`config.mk`:
```
export PLATFORM = sky130hd
export DESIGN_NAME = smbus_pec_tracker
export DESIGN_NICKNAME = d
export VERILOG_FILES = /design/src/rtl/smbus_pec_pkg.sv /design/src/rtl/pec_crc8_step.sv /design/src/rtl/pec_phase_step.sv /design/src/rtl/smbus_pec_tracker.sv
export SDC_FILE = /design/constraint.sdc
export NUM_CORES = 1
export LEC_CHECK = 0
export BUFFER_PORTS_ARGS = -buffer_cell sky130_fd_sc_hd__buf_2
export CORE_ASPECT_RATIO = 1.75
export CORE_MARGIN = 3
export CORE_UTILIZATION = 60
export CTS_BUF_LIST = sky130_fd_sc_hd__clkbuf_8
export CTS_CLUSTER_DIAMETER = 60
export CTS_CLUSTER_SIZE = 14
export DETAILED_ROUTE_END_ITERATION = 7
export PLACE_DENSITY = 0.89
export SYNTH_ARGS = -nofsm -noshare
export SYNTH_HDL_FRONTEND = slang
export SYNTH_SLANG_ARGS = --single-unit
export TNS_END_PERCENT = 20
```
`constraint.sdc`:
```
create_clock -name clk -period 3.8 [get_ports clk]
set_input_delay 0.38 -clock clk [delete_from_list [all_inputs] [get_ports clk]]
set_output_delay 0.38 -clock clk [all_outputs]
set_load 0.05 [all_outputs]
```
`src/rtl/smbus_pec_pkg.sv`:
```
package smbus_pec_pkg;

    localparam int BYTE_W = 8;

    typedef enum logic [2:0] {
        K_SEND   = 3'd0,
        K_WBYTE  = 3'd1,
        K_WWORD  = 3'd2,
        K_BWRITE = 3'd3,
        K_RBYTE  = 3'd4,
        K_RWORD  = 3'd5,
        K_BREAD  = 3'd6,
        K_BAD    = 3'd7
    } kind_e;

    typedef enum logic [3:0] {
        PH_IDLE,
        PH_ADDR_W,
        PH_CMD,
        PH_WAIT_RS,
        PH_ADDR_R,
        PH_COUNT,
        PH_DATA,
        PH_PEC,
        PH_DONE,
        PH_FAULT
    } phase_e;

    typedef struct packed {
        phase_e              ph;
        kind_e               kind;
        logic                pec_en;
        logic [BYTE_W-1:0]   cnt;
        logic [BYTE_W-1:0]   crc;
        logic                ok;
        logic                err;
        logic                done;
        logic                ferr;
    } trk_s;

    function automatic logic is_read(kind_e k);
        return (k == K_RBYTE) || (k == K_RWORD) || (k == K_BREAD);
    endfunction

endpackage

```
`src/rtl/pec_crc8_step.sv`:
```
module pec_crc8_step #(
    parameter int          W    = 8,
    parameter logic [W-1:0] POLY = 8'h07
) (
    input  logic [W-1:0] crc_i,
    input  logic [W-1:0] data_i,
    output logic [W-1:0] crc_o
);
    logic [W:0][W-1:0] chain;

    assign chain[0] = crc_i;

    // one shift stage per data bit, most significant bit first
    for (genvar i = 0; i < W; i++) begin : g_bit
        logic fb;
        assign fb = chain[i][W-1] ^ data_i[W-1-i];
        assign chain[i+1] = {chain[i][W-2:0], 1'b0} ^ (fb ? POLY : '0);
    end

    assign crc_o = chain[W];
endmodule

```
`src/rtl/pec_phase_step.sv`:
```
module pec_phase_step
    import smbus_pec_pkg::*;
#(
    parameter int MAX_BLOCK = 255
) (
    input  phase_e            ph_i,
    input  kind_e             kind_i,
    input  logic              pec_en_i,
    input  logic [BYTE_W-1:0] cnt_i,
    input  logic [BYTE_W-1:0] byte_i,
    output phase_e            ph_o,
    output logic [BYTE_W-1:0] cnt_o,
    output logic              bad_o
);
    phase_e tail;

    always_comb begin
        tail  = pec_en_i ? PH_PEC : PH_DONE;
        ph_o  = ph_i;
        cnt_o = cnt_i;
        bad_o = 1'b0;
        unique case (ph_i)
            PH_ADDR_W: begin
                if (kind_i == K_SEND) begin
                    ph_o  = PH_DATA;
                    cnt_o = BYTE_W'(1);
                end else begin
                    ph_o = PH_CMD;
                end
            end
            PH_CMD: begin
                unique case (kind_i)
                    K_WBYTE:  begin ph_o = PH_DATA; cnt_o = BYTE_W'(1); end
                    K_WWORD:  begin ph_o = PH_DATA; cnt_o = BYTE_W'(2); end
                    K_BWRITE: ph_o = PH_COUNT;
                    K_RBYTE, K_RWORD, K_BREAD: ph_o = PH_WAIT_RS;
                    default:  begin ph_o = PH_FAULT; bad_o = 1'b1; end
                endcase
            end
            PH_ADDR_R: begin
                unique case (kind_i)
                    K_RBYTE: begin ph_o = PH_DATA; cnt_o = BYTE_W'(1); end
                    K_RWORD: begin ph_o = PH_DATA; cnt_o = BYTE_W'(2); end
                    K_BREAD: ph_o = PH_COUNT;
                    default: begin ph_o = PH_FAULT; bad_o = 1'b1; end
                endcase
            end
            PH_COUNT: begin
                if (int'(byte_i) > MAX_BLOCK) begin
                    ph_o  = PH_FAULT;
                    bad_o = 1'b1;
                end else if (byte_i == '0) begin
                    ph_o = tail;
                end else begin
                    ph_o  = PH_DATA;
                    cnt_o = byte_i;
                end
            end
            PH_DATA: begin
                if (cnt_i == BYTE_W'(1)) begin
                    ph_o  = tail;
                    cnt_o = '0;
                end else begin
                    cnt_o = cnt_i - BYTE_W'(1);
                end
            end
            PH_PEC:  ph_o = PH_DONE;
            PH_WAIT_RS, PH_DONE: begin
                ph_o  = PH_FAULT;
                bad_o = 1'b1;
            end
            default: ph_o = ph_i;
        endcase
    end
endmodule

```
`src/rtl/smbus_pec_tracker.sv`:
```
module smbus_pec_tracker
    import smbus_pec_pkg::*;
#(
    parameter logic [7:0] POLY      = 8'h07,
    parameter logic [7:0] INIT      = 8'h00,
    parameter int         MAX_BLOCK = 255
) (
    input  logic       clk,
    input  logic       rst_n,
    input  logic       start_i,
    input  logic       rstart_i,
    input  logic       stop_i,
    input  logic       byte_valid_i,
    input  logic [7:0] byte_i,
    input  logic [2:0] txn_type_i,
    input  logic       pec_en_i,
    output logic [7:0] crc_o,
    output logic       pec_slot_o,
    output logic       pec_ok_o,
    output logic       pec_err_o,
    output logic       done_o,
    output logic       frame_err_o
);
    trk_s              st_d, st_q;
    logic [BYTE_W-1:0] crc_nx;
    phase_e            ph_nx;
    logic [BYTE_W-1:0] cnt_nx;
    logic              bad_nx;
    kind_e             kind_in;

    assign kind_in = kind_e'(txn_type_i);

    pec_crc8_step #(.W(BYTE_W), .POLY(POLY)) u_crc (
        .crc_i  (st_q.crc),
        .data_i (byte_i),
        .crc_o  (crc_nx)
    );

    pec_phase_step #(.MAX_BLOCK(MAX_BLOCK)) u_phase (
        .ph_i     (st_q.ph),
        .kind_i   (st_q.kind),
        .pec_en_i (st_q.pec_en),
        .cnt_i    (st_q.cnt),
        .byte_i   (byte_i),
        .ph_o     (ph_nx),
        .cnt_o    (cnt_nx),
        .bad_o    (bad_nx)
    );

    always_comb begin
        st_d = st_q;
        if (start_i) begin
            st_d.crc    = INIT;
            st_d.cnt    = '0;
            st_d.ok     = 1'b0;
            st_d.err    = 1'b0;
            st_d.done   = 1'b0;
            st_d.kind   = kind_in;
            st_d.pec_en = pec_en_i;
            st_d.ferr   = (kind_in == K_BAD);
            st_d.ph     = (kind_in == K_BAD) ? PH_FAULT : PH_ADDR_W;
        end else if (rstart_i) begin
            if (st_q.ph == PH_WAIT_RS) begin
                st_d.ph = PH_ADDR_R;
            end else if (st_q.ph != PH_IDLE) begin
                st_d.ph   = PH_FAULT;
                st_d.ferr = 1'b1;
            end
        end else if (stop_i) begin
            if (st_q.ph != PH_IDLE) begin
                if (st_q.ph != PH_DONE && st_q.ph != PH_FAULT) begin
                    st_d.ferr = 1'b1;
                end
                st_d.ph = PH_IDLE;
            end
        end else if (byte_valid_i && st_q.ph != PH_IDLE) begin
            if (st_q.ph != PH_PEC) begin
                st_d.crc = crc_nx;
            end else if (is_read(st_q.kind)) begin
                if (byte_i == st_q.crc) st_d.ok  = 1'b1;
                else                    st_d.err = 1'b1;
            end
            st_d.ph  = ph_nx;
            st_d.cnt = cnt_nx;
            if (bad_nx)            st_d.ferr = 1'b1;
            if (ph_nx == PH_DONE)  st_d.done = 1'b1;
        end
    end

    always_ff @(posedge clk or negedge rst_n) begin
        if (!rst_n) begin
            st_q.ph     <= PH_IDLE;
            st_q.kind   <= K_SEND;
            st_q.pec_en <= 1'b0;
            st_q.cnt    <= '0;
            st_q.crc    <= INIT;
            st_q.ok     <= 1'b0;
            st_q.err    <= 1'b0;
            st_q.done   <= 1'b0;
            st_q.ferr   <= 1'b0;
        end else begin
            st_q <= st_d;
        end
    end

    assign crc_o       = st_q.crc;
    assign pec_slot_o  = (st_q.ph == PH_PEC);
    assign pec_ok_o    = st_q.ok;
    assign pec_err_o   = st_q.err;
    assign done_o      = st_q.done;
    assign frame_err_o = st_q.ferr;
endmodule

```
# --- Word-level counts from Yosys, hierarchy flattened ---
# Index checks and enable logic that the tools add are counted.
op_classes:
  n_mux: 49
  n_addsub: 1
  reduce_logical: 27
  n_eq_ne: 35
  bitwise_logic: 16
ops:
  columns: ["cell", "n"]
  rows:
  - ["$xor 8x8->8", 8]
  - ["$mux 4", 11]
  - ["$mux 20", 2]
  - ["$pmux 8 s5", 1]
  - ["$mux 19", 2]
  - ["$mux 8", 4]
  - ["$pmux 8 s2", 2]
  - ["$pmux 4 s7", 1]
  - ["$mux 3", 9]
  - ["$reduce_and 6->1", 3]
  - ["$eq 4x3->1 const B", 4]
  - ["$eq 3x3->1 const B", 4]
  - ["$mux 1", 12]
  - ["$ne 4x3->1 const B", 3]
  - ["$ne 4x4->1 const B", 3]
  - ["$pmux 4 s3", 1]
  - ["$reduce_bool 4->1", 3]
  - ["$reduce_bool 2->1", 5]
  - ["$ne 3x2->1 const B", 3]
  - ["$eq 4x2->1 const B", 2]
  - ["$eq 4x4->1 const B", 2]
  - ["$eq 8x1->1 const B", 1]
  - ["$eq 8x8->1", 1]
  - ["$logic_not 8->1", 1]
  - ["21 further kinds", 40]
word_totals:
  regBits: 28
  out_inout_bits: 13
  inputBits: 18

# --- Longest topological paths before layout ---
# Gate-level depths: netlist of the first run.
logic_depth:
  ltp_word: 29
  depth_mapped: 8
  ltp_nobuf: 7

# --- Cells and area by module ---
# Synthesis of the first run repeated with hierarchy kept, for this count alone.
hier_totals:
  hier_cells: 275
  hier_area_um2: 2368.5
modules_own_cells:
  columns: ["module", "instances", "area_per_inst_um2", "seq_area_each_um2", "cells_each"]
  rows:
  - ["smbus_pec_tracker", 1, 1398.8, 700.7, 130]
  - ["pec_phase_step", 1, 778.2, 0.0, 123]
  - ["pec_crc8_step", 1, 191.4, 0.0, 22]

# --- Worst setup path before layout of the first run ---
# No wires, ideal clock.
synth_path:
  path_type: "reg-to-reg"
  start: "register st_q[13] (netlist name)"
  end: "register st_q, in the netlist done_o"
  period_less_slack_ps: 2009
  path_stages_with_launch: 7
  setup_time_ps: 131
  n_path_buf: 0
  arrival_time_ps: 1879
  setup_slack_ps: 1791
  path_cell_list: "dfrtp_1 inv_1 ha_1 or4b_1 o41a_1 a41oi_1 o41ai_1"
synth_via:
  elab_chain_cells: 6
synth_rtl:
  columns: ["item", "line", "source"]
  rows:
  - ["start: declaration", "smbus_pec_tracker.sv:24", "trk_s st_d, st_q;"]
  - ["start signal: assignment", "smbus_pec_tracker.sv:102", "st_q <= st_d;"]
  - ["$eq 8x1->1", "pec_phase_step.sv:60", "if (cnt_i == BYTE_W'(1)) begin"]
  - ["$mux 4", "pec_phase_step.sv:60", null]
  - ["$pmux 4 s7", "pec_phase_step.sv:22", "unique case (ph_i)"]
  - ["$eq 4x4->1", "smbus_pec_tracker.sv:86", "if (ph_nx == PH_DONE) st_d.done = 1'b1;"]
  - ["$reduce_bool 2->1 (no source line)", null, null]
  - ["$reduce_and 4->1 (no source line)", null, null]
# Every way passes these cells.
# A chain may end at the register's enable or synchronous reset.

# --- Final worst setup path of the first run ---
layout_path:
  start: "register st_q[27] (netlist name)"
  end: "register st_q[18] (netlist name)"
layout_via:
  elab_chain_cells: 6
  elab_cells_between_ends: 19
layout_rtl:
  columns: ["item", "line", "source"]
  rows:
  - ["$eq 4x3->1 (tied with other cells)", "pec_phase_step.sv:22", null]
  - ["$pmux 8 s5", "pec_phase_step.sv:22", null]
  - ["$mux 20", "smbus_pec_tracker.sv:76", "end else if (byte_valid_i && st_q.ph != PH_IDLE) begin"]
  - ["$mux 19", "smbus_pec_tracker.sv:69", "end else if (stop_i) begin"]
  - ["$mux 19", "smbus_pec_tracker.sv:62", "end else if (rstart_i) begin"]
  - ["$mux 20", "smbus_pec_tracker.sv:52", "if (start_i) begin"]
# Several ways; a longest one is shown, not always the timed one. The select of a mux whose other input is x is not followed.

==> PnR_summary.wiki, run 1 <==
{| class="wikitable"
! Metric !! Value
|-
| Final Skew || 0.00911 ns
|-
| Total die area || 4960 sq um
|-
| Max-cap violations || 0
|-
| Floorplan core area || 3940 sq um
|-
| Overall die height || 91.0 um
|-
| Buffer depth of the longest clock path || 2
|-
| Worst-case hold slack || 0.103 ns
|-
| RSZ-0062 raised after global routing || no
|-
| Synth area leader || sky130_fd_sc_hd__dfrtp_1
|-
| Relative max-transition margin || 52.9%
|-
| Signal arrival time at the worst endpoint || 2.69 ns
|-
| CTS Buf Count || 3
|-
| Last weighted congestion value of the routability-driven placer || 1.02
|-
| Largest net degree at the start of global routing || 29
|-
| Number of nets produced by synthesis || 307
|-
| Number of failing hold endpoints at the final stage || 0
|-
| Number of warnings printed during yosys synthesis || 0
|-
| Area of the mapped netlist || 2470 sq um
|-
| Actual transition at the worst max-transition pin || 0.707 ns
|-
| Final standard cell area without fillers || 2610 sq um
|-
| Cell at the root of the clock tree || sky130_fd_sc_hd__clkbuf_8
|-
| Sequential share of the synthesized area || 28.3%
|-
| Fraction of layout cells with a size suffix above 1 || 16.4%
|-
| Antenna Violating Nets Remaining || 0
|-
| WL per Instance || 18.4 um
|-
| Setup-failing EPs final || 0
|-
| Final cycle utilization of the critical path || 66.7%
|-
| Number of placement rows || 30
|-
| CTS tree || built
|-
| Leak Pwr || 1.10 nW
|-
| Number of I/O pins || 31
|-
| Critical Path Sink Type || flop
|-
| Via count normalized by instance count || 6.81
|-
| Cells after Synth || 284
|-
| Path class of the lowest-slack min-delay path || input port to asynchronous set/reset pin
|-
| Startpoint-to-endpoint class of the critical path || flop to flop
|-
| Top cells by area, synth || sky130_fd_sc_hd__dfrtp_1 (28%), sky130_fd_sc_hd__xnor2_1 (6.0%), sky130_fd_sc_hd__nor2_1 (3.8%)
|-
| Wire length of the first global-routing pass || 10.4 mm
|-
| Count of non-filler cells in the finished layout || 341
|-
| Maximum clock frequency || 395 MHz
|-
| Iter 0 DRT Violations || 145
|-
| Setup total negative slack || 0 ns
|-
| Total wire length || 6.26 mm
|-
| Cell count after placement || 337
|-
| Initial Utilization || 62.8%
|-
| Router iterations before antenna repair || 8
|-
| Yosys top cell area share || 28.3%
|-
| Worst endpoint required time || 3.95 ns
|-
| Number of different library cells in the post-synthesis netlist || 70
|-
| Overall via count from detail_route || 2322
|-
| Placed inst area || 2530 sq um
|-
| Clock insertion delay at the later pin of the skew report || 0.28 ns
|-
| Sink count of the clock tree || 28
|-
| Area grow syn2layout || 5.26%
|-
| Initial antenna violation count || 0
|-
| Total of flip-flops plus latches after synthesis || 28
|-
| Slack of the worst reg-to-reg path || 1.27 ns
|-
| Min setup slack post-route || 1.27 ns
|-
| Number of max-slew violations in the final report || 0
|-
| Most common library cell in the layout ignoring fill and taps || sky130_fd_sc_hd__buf_2
|-
| CTS resizes || 0
|-
| Final critical path time including I/O delays and setup || 2.53 ns
|-
| Number of nets in the layout || 317
|-
| Most frequently used flop master after synthesis || sky130_fd_sc_hd__dfrtp_1
|-
| Total Routing Usage GR || 27.7%
|-
| Number of buffers inserted for hold repair after clock tree synthesis || 0
|-
| Count of antenna diodes in the layout || 0
|-
| Buffers inserted during post-CTS setup optimization || 0
|-
| Worst IR drop on VDD || 0.274 mV
|-
| Pre-CTS worst setup slack || 1.33 ns
|-
| Share of flip-flops with an asynchronous set or reset || 100%
|-
| Die W || 54.6 um
|-
| Count of buffers inserted at the top-level ports || 30
|-
| Register clock-pin slew on the reported worst setup and hold paths || 0.11 ns
|-
| Vias in the first global route || 2219
|-
| Number of levels in the clock H-tree || 1
|-
| Status || complete, no violations
|-
| Number of flops mapped to enable cells by yosys || 0
|-
| Worst-path fanout max || 22
|-
| Post-layout power || 908 uW
|-
| Post-synthesis average cell area || 8.71 sq um
|-
| DPL Wire Length || 4.73 mm
|-
| Number of cells on the worst reg-to-reg path || 5
|-
| Power per cell area || 349 nW/um^2
|-
| Final core utilization || 66.1%
|-
| Crit start category || flop
|-
| Overflow after GRT || 0
|-
| Most frequent cells in the layout || sky130_fd_sc_hd__buf_2 (30), sky130_fd_sc_hd__dfrtp_1 (28), sky130_fd_sc_hd__nor2_1 (25), sky130_fd_sc_hd__xnor2_1 (17), sky130_fd_sc_hd__nand2_1 (15)
|-
| DRC violations left || 0
|}
[worst max-delay path, cell delays in order (launching register included)]
cell and delay [ns]:
sky130_fd_sc_hd__dfrtp_1 0.82, sky130_fd_sc_hd__and4bb_1 0.38, sky130_fd_sc_hd__and3_4 0.20, sky130_fd_sc_hd__or3_1 0.48, sky130_fd_sc_hd__o311ai_0 0.37, sky130_fd_sc_hd__o311ai_1 0.15
[cell families after synthesis]
| kind of cell | Yosys count | share of synthesized area (%) |
|---|---|---|
| AOI/OAI and AO/OA | 76 | 24.4 |
| DFF | 28 | 28.3 |
| buffers and inverters | 39 | 8.24 |
| and+or+nand+nor | 105 | 24.2 |
| xor gates and xnor gates | 24 | 9.35 |
| adders and majority gates | 5 | 2.53 |
| muxes | 7 | 2.98 |
[final cells by class]
class	instances	area [sq um]
clock buffers	3	41.3
clock inverters	1	30.0
fillers	345	1340
inverters	14	52.6
multi-input cells	217	1570
flip-flops and latches	28	701
well taps	48	60.1
repair buffers	30	150
[synthesized netlist by cell type, types with 3 or more instances]
library cell	count
sky130_fd_sc_hd__a21o_1	3
sky130_fd_sc_hd__a21oi_1	11
sky130_fd_sc_hd__a2bb2oi_1	4
sky130_fd_sc_hd__buf_1	3
sky130_fd_sc_hd__buf_2	7
sky130_fd_sc_hd__buf_4	9
sky130_fd_sc_hd__clkbuf_1	4
sky130_fd_sc_hd__dfrtp_1	28
sky130_fd_sc_hd__ha_1	5
sky130_fd_sc_hd__inv_1	13
sky130_fd_sc_hd__mux2_2	3
sky130_fd_sc_hd__mux2i_1	4
sky130_fd_sc_hd__nand2_1	15
sky130_fd_sc_hd__nand2b_1	6
sky130_fd_sc_hd__nand3_1	7
sky130_fd_sc_hd__nand4_1	8
sky130_fd_sc_hd__nor2_1	25
sky130_fd_sc_hd__nor3_1	12
sky130_fd_sc_hd__nor4_1	3
sky130_fd_sc_hd__nor4b_1	4
sky130_fd_sc_hd__o21a_1	8
sky130_fd_sc_hd__o21ai_0	9
sky130_fd_sc_hd__o221ai_1	4
sky130_fd_sc_hd__o311ai_0	5
sky130_fd_sc_hd__o311ai_1	4
sky130_fd_sc_hd__o41ai_1	4
sky130_fd_sc_hd__or3_1	4
sky130_fd_sc_hd__or4_1	3
sky130_fd_sc_hd__xnor2_1	17
sky130_fd_sc_hd__xor2_1	5
[where the power goes]
part	total (mW)	switching (mW)	internal [mW]	leakage, nW
clock network	0.245	0.104	0.141	0.0357
logic	0.299	0.175	0.124	0.691
registers	0.364	0.0487	0.315	0.372
total	0.908	0.328	0.580	1.10
[worst paths after layout]
kind,from,to
max,st_q[27],st_q[18]
min,rst_n,crc_o[5]
max reg2reg,st_q[27],st_q[18]
min reg2reg,pec_err_o,pec_err_o
max in group asynchronous,rst_n,st_q[13]
min in group clk,pec_en_i,st_q[20]
[metal layers]
metal / track usage [%] / routed length, um / vias to the layer above
met5: 0 / 0 / -
met1: 31.0 / 2330 / 1119
met4: 13.3 / 244 / 0
met3: 2.30 / 262 / 24
li1: - / - / 1083
met2: 49.0 / 3420 / 96
[state kept, by name, indices dropped and copies added, names as in the netlist]
| name | cells |
|---|---|
| pec_err_o | 1 |
| done_o | 1 |
| pec_ok_o | 1 |
| crc_o | 8 |
| st_q | 16 |
| frame_err_o | 1 |
(Power assumes the default switching activity.)
==> inputs of run 2 (changes only) <==
- clock period: 3.8 -> 2.45 ns (I/O delays scaled with it)
==> run 2 against run 1 <==
  * Cell count is 3.5% higher
  * Sequential power is 50% higher
  * Critical path type unchanged
  * Critical path depth is 1 higher
  * Worst hold slack better by 0.068 ns
  * Maximum frequency is 13% higher
  * Critical endpoint is now done_o
  * Largest power group unchanged
  * Die area stayed put
  * First-iteration DRC count is 28% lower
==> PnR_summary.wiki, run 2 (synthesis gave the netlist of run 1 again) <==
{| class="wikitable"
! Metric !! Value
|-
| Register clock-pin slew on the reported worst setup and hold paths || 0.10 ns (about the same)
|-
| Sink count of the clock tree || 28 (unchanged)
|-
| Router iterations before antenna repair || 5 (-3)
|-
| Overall via count from detail_route || 2336 (+0.60%)
|-
| Final Skew || 0.00632 ns (-0.00279 ns)
|-
| Number of nets in the layout || 330 (+4.1%)
|-
| Wire length of the first global-routing pass || 10.4 mm (-0.12%)
|-
| Number of placement rows || 30 (unchanged)
|-
| Total wire length || 6.32 mm (+0.86%)
|-
| Clock insertion delay at the later pin of the skew report || 0.28 ns (about the same)
|-
| CTS tree || built
|-
| Overflow after GRT || 0 (unchanged)
|-
| Startpoint-to-endpoint class of the critical path || flop to flop
|-
| Actual transition at the worst max-transition pin || 0.628 ns (-0.0789 ns)
|-
| Final cycle utilization of the critical path || 91.5% (+25 points)
|-
| Path class of the lowest-slack min-delay path || input port to flop
|-
| Cell count after placement || 349 (+3.6%)
|-
| Die W || 54.6 um (unchanged)
|-
| Most flop-heavy register || st_q
|-
| Buffers inserted during post-CTS setup optimization || 0 (unchanged)
|-
| Number of max-slew violations in the final report || 0 (unchanged)
|-
| Setup-failing EPs final || 0 (unchanged)
|-
| Initial antenna violation count || 0 (unchanged)
|-
| Most common library cell in the layout ignoring fill and taps || sky130_fd_sc_hd__buf_2
|-
| Floorplan core area || 3940 sq um (unchanged)
|-
| Final critical path time including I/O delays and setup || 2.24 ns (-0.294 ns)
|-
| Number of levels in the clock H-tree || 1 (unchanged)
|-
| Fraction of layout cells with a size suffix above 1 || 19.7% (+3.3 points)
|-
| DRC violations left || 0 (unchanged)
|-
| Setup total negative slack || 0 ns (unchanged)
|-
| Vias in the first global route || 2273 (+2.4%)
|-
| WL per Instance || 17.9 um (-2.6%)
|-
| Worst-path fanout max || 4 (-82%)
|-
| Crit start category || flop
|-
| Worst endpoint required time || 2.62 ns (-1.33 ns)
|-
| Signal arrival time at the worst endpoint || 2.41 ns (-0.28 ns)
|-
| Iter 0 DRT Violations || 104 (-28%)
|-
| Worst IR drop on VDD || 0.425 mV (+55%)
|-
| Overall die height || 91.0 um (unchanged)
|-
| Most frequent cells in the layout || sky130_fd_sc_hd__buf_2 (30), sky130_fd_sc_hd__dfrtp_1 (28), sky130_fd_sc_hd__nor2_1 (25), sky130_fd_sc_hd__xnor2_1 (17), sky130_fd_sc_hd__nand2_1 (15)
|-
| Cell at the root of the clock tree || sky130_fd_sc_hd__clkbuf_8
|-
| Largest net degree at the start of global routing || 29 (unchanged)
|-
| CTS Buf Count || 3 (unchanged)
|-
| RSZ-0062 raised after global routing || no
|-
| Count of buffers inserted at the top-level ports || 30 (unchanged)
|-
| Final core utilization || 68.0% (+1.9 points)
|-
| Leak Pwr || 1.15 nW (+4.7%)
|-
| Number of flip-flops under the largest register name || 16 (unchanged)
|-
| Number of failing hold endpoints at the final stage || 0 (unchanged)
|-
| Total die area || 4960 sq um (unchanged)
|-
| Max-cap violations || 0 (unchanged)
|-
| DPL Wire Length || 4.85 mm (+2.5%)
|-
| Antenna Violating Nets Remaining || 0 (unchanged)
|-
| Critical Path Sink Type || flop
|-
| Total Routing Usage GR || 27.9% (+0.24 points)
|-
| Status || complete, no violations
|-
| Via count normalized by instance count || 6.62 (-2.8%)
|-
| Count of non-filler cells in the finished layout || 353 (+3.5%)
|-
| Maximum clock frequency || 446 MHz (+13%)
|-
| Count of antenna diodes in the layout || 0 (unchanged)
|-
| Area grow syn2layout || 8.34%
|-
| Buffer depth of the longest clock path || 2 (unchanged)
|-
| Filler cells || 351 (+1.7%)
|-
| Last weighted congestion value of the routability-driven placer || 0.943 (-7.7%)
|-
| Initial Utilization || 62.8% (unchanged)
|-
| Power per cell area || 492 nW/um^2 (+41%)
|-
| Relative max-transition margin || 58.1% (+5.3 points)
|-
| Number of I/O pins || 31 (unchanged)
|}
run 2: cell types whose count changed in the layout (fill, tap and decap cells not counted), sizes merged:
cell / change
buf: +12
bufinv: -1
dlygate4sd3: +1
run 2: worst paths after layout:
| check | start | endpoint | slack, ns | cells past startpoint |
|---|---|---|---|---|
| min in group asynchronous | rst_n | crc_o[7] | 0.50 | 2 |
| min reg2reg | pec_ok_o | pec_ok_o | 0.49 | 2 |
| max in group asynchronous | rst_n | st_q[21] | 1.54 | 2 |
| min | pec_en_i | st_q[20] | 0.17 | 3 |
| max | st_q[13] | done_o | 0.21 | 6 |
| max reg2reg | st_q[13] | done_o | 0.21 | 6 |
run 2: repair_timing:
action	in CTS	in global routing
setup endpoints to repair	0	1
gates resized for setup	0	1
hold endpoints to repair	14	0
hold buffers	1	0
run 2: stage by stage:
stage	hold WS, ns	cell area, sq um	power (mW)	setup slack, ns
after floorplan	-0.0506	2470	0.940	0.441
after global placement	0.292	2620	1.05	0.206
after detailed placement	0.305	2620	1.06	0.242
after CTS	0.176	2680	1.31	0.197
after global routing	0.192	2680	1.39	0.0431
final	0.171	2680	1.32	0.209
run 2: where the power goes:
group / switching, mW / internal, mW
Sequential: 0.0567 / 0.489
Clock: 0.155 / 0.111
Combinational: 0.293 / 0.215
run 2: layer usage:
| metal | GRT usage, % | part of all wire (%) | vias to the layer above |
|---|---|---|---|
| met5 | 0 | 0 | - |
| met4 | 14.1 | 4.3 | 0 |
| met3 | 3.12 | 4.4 | 25 |
| met2 | 48.7 | 55 | 81 |
| met1 | 31.3 | 36 | 1125 |
| li1 | - | - | 1105 |
run 2: cell type report:
| type | instances | area, sq um | area share, % |
|---|---|---|---|
| Multi-Input combinational cell | 217 | 1580 | 58.8 |
| Sequential cell | 28 | 701 | 26.1 |
| Timing Repair Buffer | 43 | 250 | 9.33 |
| Tap cell | 48 | 60.1 | 2.24 |
| Inverter | 14 | 52.6 | 1.96 |
| Clock buffer | 3 | 41.3 | 1.54 |
run 2: worst max-delay path: stages, from the launching register on:
cell and delay (ns):
sky130_fd_sc_hd__dfrtp_1 0.40, sky130_fd_sc_hd__inv_1 0.09, sky130_fd_sc_hd__ha_1 0.19, sky130_fd_sc_hd__or4b_1 0.55, sky130_fd_sc_hd__o41a_1 0.46, sky130_fd_sc_hd__a41oi_1 0.30
sky130_fd_sc_hd__o41ai_1 0.13
==> inputs of run 3 (changes only) <==
- ABC_AREA: not set -> 1
- CORE_UTILIZATION: 60 -> 59
==> run 3 against run 2 <==
  * The run now ends with hold timing left
  * Sequential cell count is the same
  * Core utilization down 0.83 points
  * Synthesized cell count grew 2.5%
  * Clock skew decreased by 0.0031 ns
  * Global-route usage decreased by 3.0 points
  * Critical path depth rose by 3
  * Combinational power up 130%
  * Synthesized area down 14%
  * Largest power group is now combinational logic
==> PnR_summary.wiki, run 3 <==
{| class="wikitable"
! Metric !! Value
|-
| Overall die height || 85.4 um (-6.1%)
|-
| Overflow after GRT || 0 (unchanged)
|-
| Share of flip-flops with an asynchronous set or reset || 100% (unchanged)
|-
| Via count normalized by instance count || 5.60 (-15%)
|-
| Number of failing hold endpoints at the final stage || 28 (+28)
|-
| Number of buffers inserted for hold repair after clock tree synthesis || 0 (-1)
|-
| Relative max-transition margin || 57.1% (-0.99 points)
|-
| WL per Instance || 14.5 um (-19%)
|-
| Total die area || 4390 sq um (-12%)
|-
| Last weighted congestion value of the routability-driven placer || 0.961 (+1.9%)
|-
| Register clock-pin slew on the reported worst setup and hold paths || 0.09 ns (about the same)
|-
| Area grow syn2layout || 8.60%
|-
| Total of flip-flops plus latches after synthesis || 28 (unchanged)
|-
| RSZ-0062 raised after global routing || no
|-
| Number of flops mapped to enable cells by yosys || 0 (unchanged)
|-
| Number of levels in the clock H-tree || 1 (unchanged)
|-
| Number of max-slew violations in the final report || 0 (unchanged)
|-
| Top cells by area, synth || sky130_fd_sc_hd__dfrtp_1 (33%), sky130_fd_sc_hd__nand2_1 (8.8%), sky130_fd_sc_hd__nor2_1 (6.4%)
|-
| Final core utilization || 67.2% (-0.83 points)
|-
| Signal arrival time at the worst endpoint || 2.06 ns (-0.35 ns)
|-
| Most frequent cells in the layout || sky130_fd_sc_hd__nand2_1 (50), sky130_fd_sc_hd__nor2_1 (36), sky130_fd_sc_hd__inv_1 (31), sky130_fd_sc_hd__buf_2 (30), sky130_fd_sc_hd__dfrtp_1 (28)
|-
| Post-synthesis average cell area || 7.30 sq um (-16%)
|-
| CTS resizes || 0 (unchanged)
|-
| Critical Path Sink Type || flop
|-
| Worst IR drop on VDD || 0.709 mV (+67%)
|-
| Router iterations before antenna repair || 5 (unchanged)
|-
| Dominant cell by count in the synthesized netlist || sky130_fd_sc_hd__nand2_1
|-
| Path class of the lowest-slack min-delay path || input port to asynchronous set/reset pin
|-
| Most flop-heavy register || st_q
|-
| Sequential share of the synthesized area || 33.0% (+4.7 points)
|-
| Sink count of the clock tree || 28 (unchanged)
|-
| Crit start category || flop
|-
| Synth area leader || sky130_fd_sc_hd__dfrtp_1
|-
| Number of nets produced by synthesis || 314 (+2.3%)
|-
| Cells after Synth || 291 (+2.5%)
|-
| Final critical path time including I/O delays and setup || 1.86 ns (-0.380 ns)
|-
| Clock insertion delay at the later pin of the skew report || 0.28 ns (about the same)
|-
| Max-cap violations || 0 (unchanged)
|-
| Actual transition at the worst max-transition pin || 0.643 ns (+0.0149 ns)
|-
| Power per cell area || 907 nW/um^2 (+84%)
|-
| Worst-case hold slack || -0.0196 ns (-0.190 ns)
|-
| DRC violations left || 0 (unchanged)
|-
| Slowest cell delay on critical path || 0.45 ns (-0.10 ns)
|-
| Min setup slack post-route || 0.590 ns (+0.380 ns)
|-
| Sum of buffers and inverters on the critical path || 1 (unchanged)
|-
| CTS Buf Count || 3 (unchanged)
|-
| Pre-CTS worst setup slack || 0.419 ns (+0.177 ns)
|-
| Startpoint-to-endpoint class of the critical path || flop to flop
|-
| Cell with the biggest individual delay on the critical path || sky130_fd_sc_hd__dfrtp_1
|-
| Most frequent cells after synthesis || sky130_fd_sc_hd__nand2_1 (50), sky130_fd_sc_hd__nor2_1 (36), sky130_fd_sc_hd__inv_1 (31)
|-
| Total Routing Usage GR || 24.9% (-3.0 points)
|-
| Floorplan core area || 3430 sq um (-13%)
|-
| Number of I/O pins || 31 (unchanged)
|-
| Number of warnings printed during yosys synthesis || 0 (unchanged)
|-
| Total stage count of the critical path || 9 (+3)
|-
| Initial antenna violation count || 0 (unchanged)
|-
| Count of antenna diodes in the layout || 0 (unchanged)
|-
| DPL Wire Length || 4.02 mm (-17%)
|-
| Placed inst area || 2250 sq um (-14%)
|-
| Vias in the first global route || 1989 (-12%)
|-
| Most frequently used flop master after synthesis || sky130_fd_sc_hd__dfrtp_1
|-
| Leak Pwr || 1.10 nW (-4.6%)
|-
| CTS tree || built
|-
| Number of placement rows || 28 (-6.7%)
|-
| Initial Utilization || 61.9% (-0.91 points)
|-
| Buffers inserted during post-CTS setup optimization || 0 (unchanged)
|-
| Maximum clock frequency || 538 MHz (+20%)
|-
| Number of cells on the worst reg-to-reg path || 9 (+3)
|-
| Failing checks || hold timing
|-
| Final standard cell area without fillers || 2310 sq um (-14%)
|-
| Most frequent cell on the critical path || sky130_fd_sc_hd__nor2_2
|-
| Most common library cell in the layout ignoring fill and taps || sky130_fd_sc_hd__nand2_1
|-
| Fraction of layout cells with a size suffix above 1 || 18.5% (-1.2 points)
|-
| Iter 0 DRT Violations || 81 (-22%)
|-
| Largest net degree at the start of global routing || 29 (unchanged)
|-
| Die W || 51.4 um (-5.8%)
|-
| Cell at the root of the clock tree || sky130_fd_sc_hd__clkbuf_8
|-
| Yosys top cell area share || 33.0% (+4.7 points)
|-
| Count of buffers inserted at the top-level ports || 30 (unchanged)
|-
| Number of nets in the layout || 338 (+2.4%)
|-
| Family with the most delay on the worst path || simple AND/OR/NAND/NOR gates
|-
| Setup total negative slack || 0 ns (unchanged)
|-
| Wire length of the first global-routing pass || 8.47 mm (-19%)
|-
| Final cycle utilization of the critical path || 75.9% (-16 points)
|-
| Status || finished, violations left
|-
| Worst-path fanout max || 5 (+1)
|-
| Worst endpoint required time || 2.65 ns (+0.03 ns)
|-
| Antenna Violating Nets Remaining || 0 (unchanged)
|-
| Final Skew || 0.00321 ns (-0.00312 ns)
|-
| Overall via count from detail_route || 2011 (-14%)
|-
| Number of flip-flops under the largest register name || 16 (unchanged)
|-
| Total wire length || 5.21 mm (-17%)
|-
| Area of the mapped netlist || 2120 sq um (-14%)
|-
| Buffer depth of the longest clock path || 2 (unchanged)
|-
| Number of different library cells in the post-synthesis netlist || 38 (-46%)
|-
| Critical-path cell list || nor2_2 > nand3_2 > o21ai_2 > inv_2 > o21ai_0 > nand4_2 > nor2_2 > nand2_2 > o22ai_1
|-
| Setup-failing EPs final || 0 (unchanged)
|}
[run 3: final cells by class]
cell class / instances / area (sq um)
multi-input cells: 214 / 1200
fillers: 320 / 1130
flip-flops and latches: 28 / 701
repair buffers: 30 / 150
inverters: 38 / 144
well taps: 45 / 56.3
clock buffers: 4 / 55.1
[run 3: metal layers]
metal  routed length [um]  up-vias  GRT usage, %
met4                  194        0          13.6
met5                    0        -             0
met3                  217       18          1.58
met2                 2880       78          46.3
met1                 1920      913          26.7
li1                     -     1002             -
[run 3: worst register-to-register path: cells and delay by family (launching register included)]
kind | cells | cell delay, ns
buf+inv | 1 | 0.09
flops | 1 | 0.45
simple gates | 5 | 0.85
compound gates | 3 | 0.39
[run 3: cell families (layout without fill, tap and decap cells)]
logic type,after synthesis,in the layout,share of synthesized area (%)
buffers and inverters,49,72,10.5
DFF,28,28,33.0
adders and majority gates,5,5,2.94
xor gates and xnor gates,23,23,9.48
and+or+nand+nor,131,131,28.2
AOI/OAI and AO/OA,55,55,16.0
[run 3: final timing paths]
| kind | startpoint | to | slack [ns] |
|---|---|---|---|
| setup / recovery | st_q[26] | st_q[13] | 0.59 |
| hold / removal | rst_n | st_q[13] | -0.02 |
| setup reg to reg | st_q[26] | st_q[13] | 0.59 |
| hold reg to reg | pec_ok_o | pec_ok_o | 0.50 |
| max in group asynchronous | rst_n | frame_err_o | 2.05 |
| min in group clk | pec_en_i | st_q[20] | 0.17 |
[run 3: through the flow]
step                      instances  hold WS (ns)  power (mW)
after global routing            359        0.0202        2.24
after floorplan                 291       -0.0506        1.66
after global placement          355         0.295        1.78
final                           359       -0.0196        2.09
after detailed placement        355         0.306        1.80
after CTS                       359       0.00157        2.11
[run 3: power breakdown]
part	leakage, nW	internal (mW)	switching [mW]
Sequential	0.369	0.551	0.0814
Combinational	0.701	0.396	0.774
Clock	0.0288	0.144	0.145
